### src/rtl/pwm_pkg.sv
package pwm_pkg;
  // State of the two conduction latches; output permit is their AND
  typedef struct packed {
    logic duty_en;
    logic ilim_en;
  } latch_pair_t;
endpackage

### src/rtl/pwm_ramp.sv
module pwm_ramp #(
  parameter int CNT_W = 8
) (
  input  logic             clk_i,
  input  logic             rst_ni,
  output logic [CNT_W-1:0] cnt_o,
  output logic             wrap_o,
  output logic             start_o
);
  localparam logic [CNT_W-1:0] CntMax = {CNT_W{1'b1}};

  assign wrap_o = (cnt_o == CntMax);

  always_ff @(posedge clk_i or negedge rst_ni) begin
    if (!rst_ni) begin
      cnt_o   <= '0;
      start_o <= 1'b0;
    end else begin
      cnt_o   <= cnt_o + 1'b1;
      start_o <= wrap_o;
    end
  end


  start_at_zero_chk: assert property (@(posedge clk_i) disable iff (!rst_ni)
    start_o |-> (cnt_o == '0));
endmodule

### src/rtl/oc_sync.sv
module oc_sync #(
  parameter int STAGES = 2
) (
  input  logic clk_i,
  input  logic rst_ni,
  input  logic d_i,
  output logic q_o
);
  logic [STAGES-1:0] q;

  always_ff @(posedge clk_i or negedge rst_ni) begin
    if (!rst_ni) q <= '0;
    else         q <= {q[STAGES-2:0], d_i};
  end

  assign q_o = q[STAGES-1];
endmodule

### src/rtl/pwm_latch_pair.sv
module pwm_latch_pair
  import pwm_pkg::*;
#(
  parameter int CNT_W = 8
) (
  input  logic             clk_i,
  input  logic             rst_ni,
  input  logic             wrap_i,
  input  logic [CNT_W-1:0] cnt_i,
  input  logic [CNT_W:0]   duty_i,
  input  logic             oc_i,
  output logic             permit_o
);
  latch_pair_t st_q, st_d;
  logic [CNT_W-1:0] cnt_nxt;
  logic             duty_hit;

  assign cnt_nxt  = cnt_i + 1'b1;
  assign duty_hit = ({1'b0, cnt_nxt} >= duty_i);

  // Reset dominates set in both latches
  always_comb begin
    st_d.duty_en = st_q.duty_en | wrap_i;
    if (duty_hit) st_d.duty_en = 1'b0;
    st_d.ilim_en = st_q.ilim_en | wrap_i;
    if (oc_i) st_d.ilim_en = 1'b0;
  end

  always_ff @(posedge clk_i or negedge rst_ni) begin
    if (!rst_ni) st_q <= '0;
    else         st_q <= st_d;
  end

  assign permit_o = st_q.duty_en & st_q.ilim_en;


  permit_below_duty_chk: assert property (@(posedge clk_i) disable iff (!rst_ni)
    permit_o |-> ({1'b0, cnt_i} < $past(duty_i)));


  oc_cuts_permit_chk: assert property (@(posedge clk_i) disable iff (!rst_ni)
    $past(oc_i) |-> !permit_o);
endmodule

### src/rtl/dual_latch_pwm.sv
module dual_latch_pwm #(
  parameter int CNT_W       = 8,
  parameter int SYNC_STAGES = 2
) (
  input  logic           clk_i,
  input  logic           rst_ni,
  input  logic [CNT_W:0] duty_i,
  input  logic           oc_i,
  output logic           permit_o,
  output logic           fault_o,
  output logic           cycle_start_o
);
  logic [CNT_W-1:0] cnt;
  logic             wrap;
  logic             oc_s;

  pwm_ramp #(.CNT_W(CNT_W)) ramp_i (
    .clk_i   (clk_i),
    .rst_ni  (rst_ni),
    .cnt_o   (cnt),
    .wrap_o  (wrap),
    .start_o (cycle_start_o)
  );

  oc_sync #(.STAGES(SYNC_STAGES)) sync_i (
    .clk_i  (clk_i),
    .rst_ni (rst_ni),
    .d_i    (oc_i),
    .q_o    (oc_s)
  );

  pwm_latch_pair #(.CNT_W(CNT_W)) latch_i (
    .clk_i    (clk_i),
    .rst_ni   (rst_ni),
    .wrap_i   (wrap),
    .cnt_i    (cnt),
    .duty_i   (duty_i),
    .oc_i     (oc_s),
    .permit_o (permit_o)
  );

  assign fault_o = oc_s;


  single_pulse_chk: assert property (@(posedge clk_i) disable iff (!rst_ni)
    (permit_o && !$past(permit_o)) |-> cycle_start_o);


  blocked_start_chk: assert property (@(posedge clk_i) disable iff (!rst_ni)
    (cycle_start_o && $past(fault_o)) |-> !permit_o);
endmodule

### config.mk
export PLATFORM = sky130hd
export DESIGN_NAME = dual_latch_pwm
export DESIGN_NICKNAME = d
export VERILOG_FILES = /design/src/rtl/pwm_pkg.sv /design/src/rtl/pwm_ramp.sv /design/src/rtl/oc_sync.sv /design/src/rtl/pwm_latch_pair.sv /design/src/rtl/dual_latch_pwm.sv
export SDC_FILE = /design/constraint.sdc
export NUM_CORES = 1
export LEC_CHECK = 0
export ABC_AREA = 1
export BUFFER_PORTS_ARGS = -buffer_cell sky130_fd_sc_hd__clkbuf_2
export CAP_MARGIN = 20
export CORE_MARGIN = 1
export CORE_UTILIZATION = 35
export CTS_BUF_LIST = sky130_fd_sc_hd__clkbuf_16
export CTS_CLUSTER_DIAMETER = 80
export DETAILED_ROUTE_END_ITERATION = 12
export GPL_ROUTABILITY_DRIVEN = 0
export PLACE_DENSITY = 0.58
export SKIP_CTS_REPAIR_TIMING = 1
export SLEW_MARGIN = 40
export SYNTH_ARGS = -nofsm -noshare
export SYNTH_HDL_FRONTEND = slang
export SYNTH_SLANG_ARGS = --single-unit
### constraint.sdc
create_clock -name clk_i -period 1.8 [get_ports clk_i]
set_clock_uncertainty 0.1 [all_clocks]
set_input_delay 0 -clock clk_i [delete_from_list [all_inputs] [get_ports clk_i]]
set_output_delay 0 -clock clk_i [all_outputs]
set_load 0.1 [all_outputs]
# Word-level counts from Yosys, hierarchy flattened

Index checks and enable logic that the tools add are counted.

Add/sub/neg operators: 1
Order comparisons: 1
Equal/unequal tests: 1
Mux-type cells: 2
Bitwise operators: 3

Operators with widths:

| cell                                        | number |
|---|---|
| >= comparator 8 x 9 -> 1 bit                | 1 |
| adder 8 x 1 -> 8 bit, second input constant | 1 |
| == test 8 bit, second input constant        | 1 |
| 2-to-1 mux 1 bit                            | 2 |
| bitwise OR 1 bit                            | 2 |
| AND 1 bit                                   | 1 |

Register bits: 13
Input port bits: 12
Output and inout bits: 3
Logic and storage cells: 13

# Depth between registers and ports, before layout

Gate-level depths: netlist of run 1.

Depth in word-level cells: 3
Depth in mapped cells: 13

# Hierarchy

From an unflattened synthesis of run 1, not the netlist that was laid out.

Cells, all modules: 115
Area, all modules: 874.6 µm²

Modules (own cells, without submodules):

| module         | times used | cells each | area each (µm²) | sequential area each (µm²) |
|---|---|---|---|---|
| pwm_latch_pair | 1          | 74         | 449.2           | 50.0 |
| pwm_ramp       | 1          | 39         | 375.4           | 225.2 |
| oc_sync        | 1          | 2          | 50.0            | 50.0 |

# Worst setup path after synthesis of run 1

No wires, ideal clock.

Path type: register to register
Start: register ramp_i.cnt_o[0]
End: register latch_i.st_q[1] (netlist name)
Library setup time: 0.117 ns
Arrival time: 1.634 ns
Data required time: 1.583 ns
Setup slack: -0.051 ns
Stages on the path, launching flop included: 14
Path buffers: 0
Cell sequence: dfrtp_1 -> ha_1 -> nand3_2 -> nor2_2 -> nand2_1 -> xnor2_1 -> ha_1 -> nand2_1 -> nor2_1 -> nand2_1 -> nand3_1 -> nand2_1 -> nand2_1 -> nor2_1

RTL lines:

| element                  | line                 | source |
|---|---|---|
| start: declaration       | pwm_ramp.sv:6        | `output logic [CNT_W-1:0] cnt_o,` |
| start signal: assignment | pwm_ramp.sv:19       | `cnt_o <= cnt_o + 1'b1;` |
| end signal: assignment   | pwm_latch_pair.sv:31 | `else st_q <= st_d;` |
| end: declaration         | pwm_latch_pair.sv:14 | `latch_pair_t st_q, st_d;` |

==> results by stage, run 1 <==
Outcome:
- The run finished, with violations left.
- The checks that failed: hold timing, setup timing.

STA:
- The total count of hold-check failures in the final report came to 1.
- The clock period minus final worst setup slack is 1.98 ns.
- The summed negative setup slack over all endpoints is -0.182 ns.
- Across all setup checks in the final design, the least slack found is -0.182 ns.
- The setup violation total in the final timing report is 1.
- The post-route clock period utilization is 110%.
- The maximum clock frequency is 504 MHz.
- Headroom to the max-slew limit came out at 64.3%.
- The actual slew at the worst max-slew pin is 0.538 ns.
- Setup repair after global routing could not meet its margin everywhere.
- The worst hold slack after final layout is -0.0292 ns.
- The final number of max-transition violations is 0.

Die:
- The die covers 2280 um2.
- The total core area is 1960 um2.
- The floorplan has 16 rows.
- The vertical die dimension is 47.7 um.
- Once the floorplan was initialized, standard cells occupied 37.3% of the core.
- The number of top-level design ports is 15.
- The width of the die is 47.7 um.

Logic synthesis:
- The synthesized netlist contains 15 unique library cells.
- The area of the mapped netlist is 732 um2.
- The commonest cells after synthesis are 20 x inv_1, 18 x nand2_1, 13 x dfrtp_1.
- The fraction of the yosys area taken by sequential cells is 44.4%.
- By area the synthesized netlist is led by dfrtp_1 44%, ha_1 15%, inv_1 10%.
- Counting flops with a built-in enable in the synthesized netlist gives 0.
- The number of flip-flops and latches in the synthesized netlist is 13.
- The number of cells produced by synthesis is 85.
- The share of synthesized flip-flops with an asynchronous set or reset is 100%.
- The synthesized design spends more area on one cell type than any other, namely dfrtp_1.
- The number of warnings reported in the yosys synthesis log is 0.
- In this run the mean area of a mapped cell was 8.61 um2.
- The number of nets in the synthesized netlist is 106.
- In the post-synthesis netlist, the cell with the most instances is inv_1.
- The most common flop cell mapped by yosys is dfrtp_1.
- The top cell type's share of synthesized area is 44.4%.

Routing:
- The detail route stage leaves a number of antenna-violating nets equal to 0.
- The per-cell routed wire length is 9.09 um.
- Wires add up to 1250 um.
- The length of the first detailed-routing pass in iterations is 2.
- The detailed-route via count is 575.
- The via count normalized by instance count is 4.17.
- The DRC violations left is 0.
- In this run, the number of DRC markers left after iteration 0 of detailed routing was 4.

Clocking:
- The maximum clock insertion buffer count is 2.
- In this run the clock root is driven by a clkbuf_16.
- The number of clock sinks is 13.
- In this run the number of H-tree levels came out at 1.
- The insertion delay of the later-clocked pin in the worst-skew pair is 0.24 ns.
- The clock-pin slew on the worst setup and hold paths is 0.04 ns.
- Clock tree synthesis inserted a total of 3 buffers.
- TritonCTS built the clock tree.

Final layout:
- Cells fill 52.2% of the core in the end.
- The post-route netlist has 29.7% of its cells at a drive strength greater than 1.
- Once layout is complete, the cells apart from fillers number 138.
- The area of combinational cells with multiple inputs is 372 um2.
- Registers take 325 um2.
- The filler cells instantiated in the layout total 199.
- The number of nets in the layout is 133.
- The diode insertion count for antenna repair is 0.
- The design area is 1020 um2.
- Relative to the synthesized area, the layout overhead comes to 39.8%.

Critical path:
- Traced cell by cell, the critical path runs through ha_2 > nand3_4 > nor2_4 > nand2_2 > xnor2_2 > ha_1 > nand2_1 > nor2_1 > nand2_1 > nand3_1 > nand2_1 > nand2_1 > nor2_1.
- In this design, the stage delay of the slowest critical-path cell is 0.37 ns.
- Data arrives at the worst endpoint at 2.01 ns.
- In this run the number of cells on the critical path is 13.
- The worst register-to-register path has a depth of 13.
- On the critical path, the stage with the largest delay is an instance of dfrtp_1.
- STA classifies the critical path endpoint as a flop.
- The critical path start-end classification is reg -> reg.
- The count of buffering cells on the critical path with inverters included is 0.
- Among the stages of the critical path, the cell type that occurs most often is nand2_1.
- The nature of the critical path startpoint is a flop.
- The data required time at the worst endpoint is 1.82 ns.
- The minimum setup slack among reg-to-reg paths is -0.18 ns.
- In this run the worst path has a maximum fanout of 3.
- The family with the most delay on the worst path is simple AND/OR/NAND/NOR gates.

Place:
- The number of placed cells counting well taps is 130.
- The total placed instance area is 868 um2.
- The detailed-placement wirelength estimate is 962 um.
- The number of port buffers is 14.

Global routing:
- The number of global-route vias before repair was 479.
- The total overflow left after global routing is 0.
- The first global-routing pass estimated 1890 um of wire.
- The total global routing track utilization is 12.2%.
- The maximum number of pins on one net before global-route repair is 14.
- The number of antenna violations at the first check in global routing is 0.

Min path:
- The path class of the tightest hold or removal check is in -> reg.
- The instance count along the most critical hold path is 5.

Power and ir drop:
- The worst-case IR drop observed on VDD is 0.000369 V.
- In this run the static leakage power is 0.603 nW.
- For this design the ratio of total power to cell area is 742 nW/um2.

Run:
- The number of max-cap violations is 0.
worst paths after layout:
check / start / endpoint
max: ramp_i.cnt_o[0] / latch_i.st_q[1]
min: duty_i[8] / latch_i.st_q[1]
max reg2reg: ramp_i.cnt_o[0] / latch_i.st_q[1]
min reg2reg: sync_i.q[0] / sync_i.q[1]
max in group asynchronous: rst_ni / ramp_i.cnt_o[6]
min in group asynchronous: rst_ni / ramp_i.cnt_o[3]
registers in the layout (all words and copies together) (netlist names):
signal,count
latch_i.st_q,2
ramp_i.cnt_o,8
ramp_i.start_o,1
sync_i.q,2
where the power goes:
part           switching [mW]  internal [mW]  total (mW)
logic                  0.0340         0.0256      0.0596
clock network           0.111          0.292       0.403
registers            0.000820          0.296       0.296
total                   0.146          0.613       0.759
per-layer routing:
metal  vias to the layer above  GRT usage [%]  wire length, um
met5                         -              0                0
met4                         0           3.33                0
met3                         0           3.40               33
met2                         9           18.4              586
met1                       257           17.1              634
li1                        309              -                -
cells by family after synthesis:
| group | synth area share, % |
|---|---|
| compound gates | 0.683 |
| buf+inv | 10.8 |
| fa+ha+maj | 15.4 |
| xor+xnor | 7.18 |
| simple gates | 21.5 |
| flops | 44.4 |
worst reg2reg max path, cell delays in order (launching register included):
cell	delay (ns)
dfrtp_1	0.37
ha_2	0.22
nand3_4	0.10
nor2_4	0.14
nand2_2	0.07
xnor2_2	0.14
ha_1	0.32
nand2_1	0.06
nor2_1	0.09
nand2_1	0.06
nand3_1	0.06
nand2_1	0.05
nand2_1	0.05
nor2_1	0.04
through the flow:
step,total power [mW],setup WS (ns)
6_report,0.759,-0.182
5_1_grt,0.790,-0.281
4_1_cts,0.756,-0.196
3_5_place_dp,0.353,-0.154
3_3_place_gp,0.351,-0.104
2_1_floorplan,0.330,-0.0463
cells in the final DEF (no fill, tap or decap), drive strengths merged:
master,n
clkbuf,17
ha,9
nor3,1
xnor2,1
dlygate4sd3,2
inv,22
buf,6
xor2,5
a21oi,1
dfrtp,13
nand3b,1
nand2,18
nor2,9
nand3,4
nand4,2
final cells by class:
| class | count | share of cell area, % |
|---|---|---|
| Timing Repair Buffer | 22 | 13.2 |
| Multi-Input combinational cell | 51 | 36.3 |
| Sequential cell | 13 | 31.8 |
| Inverter | 21 | 7.70 |
| Tap cell | 27 | 3.30 |
| Clock buffer | 3 | 7.33 |
| Clock inverter | 1 | 0.367 |
Power figures use the tool's default switching activity.
==> inputs of run 2 (changes only) <==
--- a/config.mk
+++ b/config.mk
@@ -14,6 +14,7 @@
 export CTS_CLUSTER_DIAMETER = 80
 export DETAILED_ROUTE_END_ITERATION = 12
 export GPL_ROUTABILITY_DRIVEN = 0
+export HOLD_SLACK_MARGIN = 0.12
 export PLACE_DENSITY = 0.58
 export SKIP_CTS_REPAIR_TIMING = 1
 export SLEW_MARGIN = 40
==> results by stage, run 2 (same netlist as run 1, synthesis figures left out) <==
Outcome:
- The flow ran to the end, but the final reports show violations.
- The checks that failed: setup timing.

Final layout:
- In the layout the commonest cells are 21 x inv_1, 16 x nand2_1, 14 x clkbuf_2.
- The number of flip-flops in the largest register was 8 (unchanged).
- The number of nets in the layout is 134 (+0.75%).
- The area taken by flip-flops and latches is 325 um2 (unchanged).
- The diode insertion count for antenna repair is 0 (unchanged).
- The largest registers in the layout are ramp_i.cnt_o (8), latch_i.st_q (2), sync_i.q (2).
- Relative to the synthesized area, the layout overhead comes to 41.2%.
- The area of combinational cells with multiple inputs was 372 um2 (unchanged).
- The layout filler cell count is 200 (+0.50%).
- The top register by number of flip-flops is ramp_i.cnt_o.
- The fraction of final layout cells sized beyond drive strength 1 was 29.5% (-0.27 points).
- Leaving out fill and tap cells, the most frequent cell in the layout is inv_1.

STA:
- The post-route clock period utilization is 110% (unchanged).
- The maximum clock frequency came to 504 MHz (unchanged).
- The total count of hold-check failures in the final report was 0 (-1).
- The worst slew slack as a fraction of its limit is 64.3% (unchanged).
- The summed negative setup slack over all endpoints is -0.182 ns (unchanged).
- The clock period minus final worst setup slack is 1.98 ns (unchanged).
- Setup repair after global routing could not meet its margin everywhere.
- The setup violation total in the final timing report was 1 (unchanged).
- The worst hold slack after final layout is 0.0894 ns (+0.119 ns).
- The worst setup margin is -0.182 ns (unchanged).
- The final number of max-transition violations came to 0 (unchanged).
- The actual slew at the worst max-slew pin was 0.538 ns (unchanged).

Critical path:
- The family with the most delay on the worst path is simple AND/OR/NAND/NOR gates.
- The data required time at the worst endpoint is 1.82 ns (about the same).
- The signal on the critical path passes through ha_2 > nand3_4 > nor2_4 > nand2_2 > xnor2_2 > ha_1 > nand2_1 > nor2_1 > nand2_1 > nand3_1 > nand2_1 > nand2_1 > nor2_1.
- The endpoint type of the worst setup path is a flop.
- Among the stages of the critical path, the cell type that occurs most often is nand2_1.
- The endpoint arrival time on the critical path was 2.01 ns (about the same).
- The largest stage delay on the critical path came to 0.37 ns (about the same).
- The slowest library cell on the worst path is dfrtp_1.
- The count of buffering cells on the critical path with inverters included came to 0 (unchanged).
- The nature of the critical path startpoint is a flop.
- The critical path start-end classification is reg -> reg.
- The largest driver fanout on the critical path is 3 (unchanged).

Global routing:
- The global-route track usage on met3 is 3.40% (unchanged).
- The wire length of the first global-routing pass is 1890 um (unchanged).
- The met1 routing resource usage after global routing is 17.1% (unchanged).
- The number of global-route vias before repair is 479 (unchanged).
- The sum of overflow across all layers after global routing is 0 (unchanged).
- The number of antenna violations at the first check in global routing was 0 (unchanged).
- The global-route layer with the greatest usage is met2.
- The maximum number of pins on one net before global-route repair is 14 (unchanged).
- The met2 track demand over resource in global routing is 18.4% (unchanged).
- The total global routing track utilization came to 12.2% (unchanged).

Place:
- The detailed-placement wirelength estimate came to 962 um (unchanged).
- The number of port buffers is 14 (unchanged).
- The pre-CTS setup slack is -0.154 ns (unchanged).

Clocking:
- The clock-pin slew on the worst setup and hold paths was 0.04 ns (about the same).
- The number of clock sinks came to 13 (unchanged).
- The CTS tree is done.
- Clock tree synthesis selected as its root buffer the cell clkbuf_16.
- The total CTS buffers came to 3 (unchanged).
- The maximum clock insertion buffer count is 2 (unchanged).
- The depth of the CTS H-tree came to 1 (unchanged).
- The insertion delay of the later-clocked pin in the worst-skew pair was 0.24 ns (about the same).

Power and ir drop:
- The maximum ir drop on the vdd rail came to 0.000369 V (about the same).
- The total power divided by cell area is 736 nW/um2 (-0.75%).
- The total leakage power is 0.607 nW (+0.69%).

Die:
- The initial standard-cell utilization of the core is 37.3% (unchanged).
- The total core area came to 1960 um2 (unchanged).
- The vertical die dimension is 47.7 um (unchanged).
- The number of top-level design ports came to 15 (unchanged).
- The width of the die is 47.7 um (unchanged).
- The die outline area was 2280 um2 (unchanged).
- The number of placement rows was 16 (unchanged).

Routing:
- The per-cell routed wire length came to 9.06 um (-0.32%).
- The overall routed net length was 1260 um (+0.40%).
- The via count normalized by instance count is 4.18 (+0.32%).
- The number of DRC markers in iteration 0 is 4 (unchanged).
- The DRC violations left is 0 (unchanged).
- The length of the first detailed-routing pass in iterations was 2 (unchanged).
- The number of antenna-violating nets in the routed design was 0 (unchanged).
- The detailed-route via count is 581 (+1.0%).

Min path:
- The class of the most critical hold timing path is in -> async.

Run:
- The number of max-cap violations is 0 (unchanged).
run 2: cell count changes in the layout (fill, tap and decap cells not counted):
cell	previous run	this run
dlygate4sd3_1	2	3
run 2: cell type report:
| class | instances | share of cell area, % |
|---|---|---|
| multi-input combinational | 51 | 36.0 |
| sequential | 13 | 31.5 |
| timing repair buffer | 23 | 14.0 |
| inverter | 21 | 7.63 |
| clock buffer | 3 | 7.26 |
| tap | 27 | 3.27 |
| clock inverter | 1 | 0.363 |
run 2: path summary, 6_finish.rpt:
kind	end	cells after the start	startpoint	slack, ns
worst min-delay path	ramp_i.cnt_o[3]	2	rst_ni	0.09
worst max register to register	latch_i.st_q[1]	13	ramp_i.cnt_o[0]	-0.18
max in group asynchronous	ramp_i.cnt_o[6]	2	rst_ni	1.27
worst min register to register	sync_i.q[1]	0	sync_i.q[0]	0.26
min in group clk_i	latch_i.st_q[1]	8	duty_i[7]	0.20
worst max-delay path	latch_i.st_q[1]	13	ramp_i.cnt_o[0]	-0.18
run 2: metal layers:
| metal | part of all wire [%] | routed length, um |
|---|---|---|
| met2 | 47 | 590 |
| met3 | 2.5 | 31 |
| met1 | 51 | 636 |
| met4 | 0 | 0 |
| met5 | 0 | 0 |
run 2: where the power goes:
group	leakage [nW]	total, mW	switching (mW)	internal [mW]
logic	0.402	0.0613	0.0343	0.0270
clock network	0.0423	0.403	0.111	0.292
registers	0.163	0.296	0.000820	0.296
total	0.607	0.761	0.146	0.614
run 2: metrics by stage:
| step | area [um2] | total power, mW | std cells | utilization (%) |
|---|---|---|---|---|
| 2_1_floorplan | 734 | 0.330 | 85 | - |
| 3_3_place_gp | 868 | 0.351 | 130 | 44.3 |
| 3_5_place_dp | 868 | 0.353 | 130 | 44.3 |
| 4_1_cts | 947 | 0.756 | 134 | 48.3 |
| 5_1_grt | 1030 | 0.792 | 139 | 52.7 |
| 6_report | 1030 | 0.761 | 139 | 52.7 |
